--- config.mk ---
export PLATFORM = sky130hd
export DESIGN_NAME = uart_rx_status
export DESIGN_NICKNAME = d
export VERILOG_FILES = /design/src/rtl/rxs_pkg.sv /design/src/rtl/rxs_idle_counter.sv /design/src/rtl/rxs_clear_seq.sv /design/src/rtl/uart_rx_status.sv
export SDC_FILE = /design/constraint.sdc
export NUM_CORES = 1
export LEC_CHECK = 0
export ABC_AREA = 1
export ABC_CLOCK_PERIOD_IN_PS = 2250
export BUFFER_PORTS_ARGS = -buffer_cell sky130_fd_sc_hd__buf_4
export CAP_MARGIN = 5
export CORE_MARGIN = 8
export CORE_UTILIZATION = 52
export CTS_BUF_LIST = sky130_fd_sc_hd__clkbuf_4 sky130_fd_sc_hd__clkbuf_8 sky130_fd_sc_hd__clkbuf_16
export DETAILED_ROUTE_END_ITERATION = 12
export GPL_TIMING_DRIVEN = 0
export PLACE_DENSITY = 0.81
export SYNTH_ARGS = -nofsm -noshare
export SYNTH_HDL_FRONTEND = slang
export SYNTH_SLANG_ARGS = --single-unit
--- constraint.sdc ---
create_clock -name clk -period 2.25 [get_ports clk]
set_input_delay 0.3375 -clock clk [delete_from_list [all_inputs] [get_ports clk]]
set_output_delay 0.3375 -clock clk [all_outputs]
set_load 0.05 [all_outputs]
--- src/rtl/rxs_pkg.sv ---
// Package: shared register encodings and status word layout for the
// receiver status block. Assumes an 8-bit status word.
package rxs_pkg;

    typedef enum logic {
        REG_STATUS = 1'b0,
        REG_DATA   = 1'b1
    } rxs_reg_e;

    localparam int STAT_W   = 8;
    localparam int FULL_POS = 5;
    localparam int IDLE_POS = 4;

    // Build the status word; bits outside the two flags read as zero.
    function automatic logic [STAT_W-1:0] pack_status(input logic full, input logic idle);
        logic [STAT_W-1:0] w;
        w           = '0;
        w[FULL_POS] = full;
        w[IDLE_POS] = idle;
        return w;
    endfunction

endpackage

--- src/rtl/rxs_idle_counter.sv ---
// Module: counts consecutive high samples of the serial input on bit
// enables and emits a one-cycle hit when the run reaches the threshold
// for the selected character length. The count restarts on a low sample
// and saturates at the threshold. Assumes mode9 is stable during a run.
module rxs_idle_counter #(
    parameter int BITS_SHORT = 10,
    parameter int BITS_LONG  = 11
) (
    input  logic clk,
    input  logic rst_n,
    input  logic bit_tick,
    input  logic rx_in,
    input  logic mode9,
    output logic hit_o
);
    localparam int MAX_BITS = (BITS_LONG > BITS_SHORT) ? BITS_LONG : BITS_SHORT;
    localparam int CNT_W    = $clog2(MAX_BITS + 1);

    logic [CNT_W-1:0] run_q;
    logic [CNT_W-1:0] limit;

    // Select the threshold for the current character length.
    always_comb begin
        limit = mode9 ? CNT_W'(BITS_LONG) : CNT_W'(BITS_SHORT);
    end

    // Pulse when this enable completes a full run of highs.
    always_comb begin
        hit_o = bit_tick && rx_in && (run_q == limit - CNT_W'(1));
    end

    // Track the run length: restart on low, saturate at the threshold.
    always_ff @(posedge clk) begin
        if (!rst_n) begin
            run_q <= '0;
        end else if (bit_tick) begin
            if (!rx_in) begin
                run_q <= '0;
            end else if (run_q < limit) begin
                run_q <= run_q + CNT_W'(1);
            end
        end
    end

endmodule

--- src/rtl/rxs_clear_seq.sv ---
// Module: two-step clear sequencer. A status read arms it when the
// watched flag is set; the following consuming access then produces a
// clear pulse. A status read that sees the flag low, a consuming access,
// or a cancel event disarms it. Assumes a status read and a consuming
// access never happen in the same cycle.
module rxs_clear_seq (
    input  logic clk,
    input  logic rst_n,
    input  logic flag_i,
    input  logic status_rd_i,
    input  logic consume_i,
    input  logic cancel_i,
    output logic clear_o
);
    logic armed_q;

    // Remember whether the latest status read observed the flag set.
    always_ff @(posedge clk) begin
        if (!rst_n) begin
            armed_q <= 1'b0;
        end else if (cancel_i) begin
            armed_q <= 1'b0;
        end else if (status_rd_i) begin
            armed_q <= flag_i;
        end else if (consume_i) begin
            armed_q <= 1'b0;
        end
    end

    // Emit the clear when the consuming access follows an arming read.
    always_comb begin
        clear_o = consume_i && armed_q;
    end

endmodule

--- src/rtl/uart_rx_status.sv ---
// Module: receive status flags for an asynchronous serial port. Holds the
// receive data register, the full flag and the line-idle flag, and
// exposes them through a two-address register port. Assumes frame_done is
// a single-cycle strobe and that only one of reg_rd/reg_wr is high.
module uart_rx_status #(
    parameter int DATA_W     = 8,
    parameter int BITS_SHORT = 10,
    parameter int BITS_LONG  = 11,
    localparam int RD_W      = (DATA_W > rxs_pkg::STAT_W) ? DATA_W : rxs_pkg::STAT_W
) (
    input  logic              clk,
    input  logic              rst_n,
    input  logic              frame_done,
    input  logic [DATA_W-1:0] frame_data,
    input  logic              bit_tick,
    input  logic              rx_in,
    input  logic              mode9,
    input  logic              rx_wakeup,
    input  logic              reg_rd,
    input  logic              reg_wr,
    input  logic              reg_addr,
    output logic [RD_W-1:0]   rd_data
);
    import rxs_pkg::*;

    logic [DATA_W-1:0] data_q;
    logic              full_q;
    logic              idle_q;
    logic              idle_arm_q;
    logic              stat_rd;
    logic              data_rd;
    logic              data_wr;
    logic              full_clr;
    logic              idle_clr;
    logic              idle_hit;

    // Decode register accesses by address.
    always_comb begin
        stat_rd = reg_rd && (reg_addr == REG_STATUS);
        data_rd = reg_rd && (reg_addr == REG_DATA);
        data_wr = reg_wr && (reg_addr == REG_DATA);
    end

    rxs_idle_counter #(
        .BITS_SHORT (BITS_SHORT),
        .BITS_LONG  (BITS_LONG)
    ) u_idle_cnt (
        .clk      (clk),
        .rst_n    (rst_n),
        .bit_tick (bit_tick),
        .rx_in    (rx_in),
        .mode9    (mode9),
        .hit_o    (idle_hit)
    );

    rxs_clear_seq u_full_seq (
        .clk         (clk),
        .rst_n       (rst_n),
        .flag_i      (full_q),
        .status_rd_i (stat_rd),
        .consume_i   (data_rd),
        .cancel_i    (frame_done),
        .clear_o     (full_clr)
    );

    rxs_clear_seq u_idle_seq (
        .clk         (clk),
        .rst_n       (rst_n),
        .flag_i      (idle_q),
        .status_rd_i (stat_rd),
        .consume_i   (data_wr),
        .cancel_i    (1'b0),
        .clear_o     (idle_clr)
    );

    // Capture each received character into the data register.
    always_ff @(posedge clk) begin
        if (!rst_n) begin
            data_q <= '0;
        end else if (frame_done) begin
            data_q <= frame_data;
        end
    end

    // Full flag: a new character wins over a clear in the same cycle.
    always_ff @(posedge clk) begin
        if (!rst_n) begin
            full_q <= 1'b0;
        end else if (frame_done) begin
            full_q <= 1'b1;
        end else if (full_clr) begin
            full_q <= 1'b0;
        end
    end

    // Idle arming: set from reset and by each character, dropped on clear.
    always_ff @(posedge clk) begin
        if (!rst_n) begin
            idle_arm_q <= 1'b1;
        end else if (frame_done) begin
            idle_arm_q <= 1'b1;
        end else if (idle_clr) begin
            idle_arm_q <= 1'b0;
        end
    end

    // Idle flag: set on an armed, unsuppressed hit; clear on the sequence.
    always_ff @(posedge clk) begin
        if (!rst_n) begin
            idle_q <= 1'b0;
        end else if (idle_hit && idle_arm_q && !rx_wakeup) begin
            idle_q <= 1'b1;
        end else if (idle_clr) begin
            idle_q <= 1'b0;
        end
    end

    // Read mux for the two addresses.
    always_comb begin
        if (reg_addr == REG_DATA) begin
            rd_data = RD_W'(data_q);
        end else begin
            rd_data = RD_W'(pack_status(full_q, idle_q));
        end
    end

endmodule

# After elaboration in Yosys (flattened, before gate mapping)
# Index checks and enable logic that the tools add are counted.
# op_classes
n_addsub,2
mul,0
div_mod_pow,0
n_bitwise,2
eq_ne,2
n_reduce_logical,16
order_cmp,1
muxes,12
shift,0
# ops
operator,count
$logic_and 1x1->1,9
$mux 1,9
$mux 4,2
$mux 8,1
$reduce_bool 2->1,4
$add 4x1->4 const B,1
$eq 4x4->1,1
$lt 4x4->1,1
$sub 4x1->4 const B,1
$ne 2x1->1 const B,1
$not 1->1,2
$reduce_and 2->1,1
$reduce_or 2->1,1
$logic_not 1->1,1
# totals
elab_cells,42
input_bits,18
out_inout_bits,8
latchBits,0
reg_bits,17
romBits,0
memories,0
ramBits,0

# Depth between registers and ports, before layout
# logic_depth
depth_word,7
ltp_mapped,9
mapped_depth_nobuf,9

# Hierarchy
# From an unflattened synthesis, not the netlist that was laid out.
# hier_totals
hier_cells,134
hier_area_um2,863.3
# modules_own_cells
mod,area_per_inst_um2,cells_per_inst,instances,seq_area_each_um2
uart_rx_status,480.5,74,1,220.2
rxs_idle_counter,260.2,38,1,80.1
rxs_clear_seq,61.3,11,2,20.0

# Worst setup path after synthesis
# Ideal clock, no wire load.
# synth_timing
path_kind,in2out
start,input port reg_addr
end,output port rd_data[5]
n_path_buf,1
arrival_time_ps,1653
required_ps,1913
stages,3
setup_slack_ps,260
path_cell_list,buf_2 -> inv_2 -> o21ai_0
# synth_between
elab_chain_len,1
# synth_lines
item,line_no,rtl
start: declaration,uart_rx_status.sv:21,"input logic reg_addr,"
$mux 8,uart_rx_status.sv:120,if (reg_addr == REG_DATA) begin
end: declaration,uart_rx_status.sv:22,output logic [RD_W-1:0] rd_data
# Every way passes these cells.

# Worst setup path after layout
# Same ends and word-level chain as after synthesis.

==> impl_metrics.ini <==
[global_routing]
grt_use_total_pct = 12.2
grt_remaining_overflow = 0
antenna_found_initial = 0
grt_pass1_wl_um = 3260
grt_max_degree = 11
grt_pass1_vias = 823

[floorplanning]
die_h_um = 55.8
io_pins = 26
dieArea_um2 = 3120
start_util_pct = 55.4
core_area_um2 = 1490
fp-row-count = 14
die_w_um = 55.8

[layout]
stdcell_count = 165
drive_above_1_share_pct = 26.8
nets = 170
final_cell_mix = nand2_1 (26), buf_4 (24), nor2_1 (20), dfxtp_1 (17), inv_1 (14)
final_util_pct = 70.3
diodes = 0
syn_to_final_growth_pct = 27.0
layout_commonest_cell = nand2_1

[synth]
netlist_area_um2 = 825
async_flop_share_pct = 0
synth_ff_type = dfxtp_1
yosys.area.top_type = dfxtp_1
yosysWarnings = 0
synth.area.top_cells = dfxtp_1 (41%), nand2_1 (12%), nor2_1 (9.1%)
synth_cell_types = 18
synth_top_area_share_pct = 41.3
ys_seq_elements = 17
synth_edf_count = 0
avgSynthCellArea_um2 = 6.76
synth_seq_area_share_pct = 41.3
syn_inst = 122
syn_nets = 142

[run]
maxCapViolations = 0

[sta]
fmax_mhz = 709
worst_slew_pin_slew_ns = 0.202
layout_setup_ws_ns = 0.839
min_period_over_period_pct = 62.7
setup_tns_ns = 0
setup_viol = 0
relSlewSlack_pct = 86.4
min_period_ns = 1.41
rsz0062_at_grt = no
hold_viol = 0
fin_skew_ns = 0.00219
slew_viol_final = 0
finalHoldWorstSlack_ns = 0.241

[pwr]
p_sw_share_pct = 27.7
ir_drop_uv = 405
internal-power_uw = 446
seq_power_share_pct = 52.4
leakagePower_nw = 0.570
power_density_nw_per_um2 = 590
combPwrFrac_pct = 20.0
p_clk_share_pct = 27.6
p_switching_uw = 171

[worst_setup_path]
worst_path_most_repeated_cell = buf_4
crit_arrival_ns = 1.07
crit_chain = buf_4 > buf_2 > inv_2 > nand2_1 > o21ai_0 > buf_4
crit_slowest_cell = buf_4
cp_data_required_time_ns = 1.91
slowest_delay_ns = 0.22
critical_path_class = primary input to output pin
cp_max_fo = 10
startpoint_type = primary input
endpoint_kind = output pin

[cts]
ctsResizeCount = 0
cts_buffers = 3
cts_root_buf = clkbuf_4
cts_setup_buffers = 0
cts_tree = built
clockBufferDepth = 2
clkLatencyLatePin_ns = 0.29
clk_pin_slew_ns = 0.09
cts.sinks = 17
ctsHtreeMaxLevel = 1
hold_buffers = 0

[run_status]
status = finished clean

[placement]
gp_congestion = 0.824
post-place-cells = 161
io_buffers = 23
pre_cts_ws_ns = 0.841
post-dp-hpwl_um = 1490

[detailed_routing]
drt_wl_total_um = 1900
drc = 0
dr.pass1.iters = 4
dr_total_vias = 807
drt_iter0_drc = 16
via_per_inst = 4.89
postRouteAntennaNets = 0
routedWlPerCell_um = 11.5

[hold_path]
hp-class = primary input to flip-flop
[routing by layer]
layer | vias to the layer above | routed length, um | GRT usage [%]
met5 | - | 0 | 0
met3 | 4 | 117 | 4.57
met4 | 0 | 34 | 5.15
met2 | 19 | 937 | 22.3
met1 | 350 | 809 | 11.9
li1 | 434 | - | -
[per-stage QoR]
stage / total power [mW] / area [um^2]
after floorplan: 0.407 / 825
after global placement: 0.450 / 1020
after detailed placement: 0.454 / 1020
after CTS: 0.622 / 1050
after global routing: 0.650 / 1050
final: 0.618 / 1050
[area by class of cell]
type,instances,area (um^2)
multi-input cells,82,384
fillers,122,442
clock buffers,4,30.0
repair buffers,23,173
plain buffers,4,28.8
inverters,19,71.3
flip-flops and latches,17,340
well taps,16,20.0
[registers in the layout, indices dropped and copies added (netlist names)]
signal and cells:
data_q 8, u_full_seq.armed_q 1, u_idle_seq.armed_q 1, idle_q 1
full_q 1, u_idle_cnt.run_q 4, idle_arm_q 1
[path summary, 6_finish.rpt]
check                                                 startpoint                              end  slack, ns  cells after the start
worst max-delay path                                    reg_addr                       rd_data[5]       0.84                      6
worst min-delay path                                      reg_rd  u_full_seq.armed_q$_SDFFE_PP0P_       0.24                      2
worst max register to register  u_idle_cnt.run_q[0]$_SDFFE_PN0P_              idle_q$_SDFFE_PN0P_       1.06                      5
worst min register to register            data_q[5]$_SDFFE_PN0P_           data_q[5]$_SDFFE_PN0P_       0.46                      2
[cells in the mapped netlist, types with 2 or more instances]
cell type and number:
inv_1 14, nor2_1 20, nand2_1 26, nand2_2 2, buf_2 2, ha_1 2
nand3_1 6, dfxtp_1 17, inv_2 5, o21ai_1 4, o21ai_0 8, a21oi_1 10
[worst max-delay path, delay by kind of cell]
kind | cells | cell delay [ns]
and+or+nand+nor | 1 | 0.06
buffers and inverters | 4 | 0.60
AOI/OAI and AO/OA | 1 | 0.07
[power by group through the flow]
stage	combinational (mW)	clock, mW	sequential [mW]
after global placement	0.120	0	0.330
after detailed placement	0.124	0	0.331
after global routing	0.135	0.188	0.327
final	0.123	0.170	0.324
after floorplan	0.0782	0	0.328
after CTS	0.125	0.173	0.324
[cells by family (layout without fill, tap and decap cells)]
family	count (synthesis)	count (layout)	share of synthesized area, %
flops	17	17	41.3
compound gates	22	22	13.4
simple gates	58	58	30.2
buf+inv	23	50	12.1
fa+ha+maj	2	2	3.03
No activity file was read; power rests on OpenSTA's default activity.
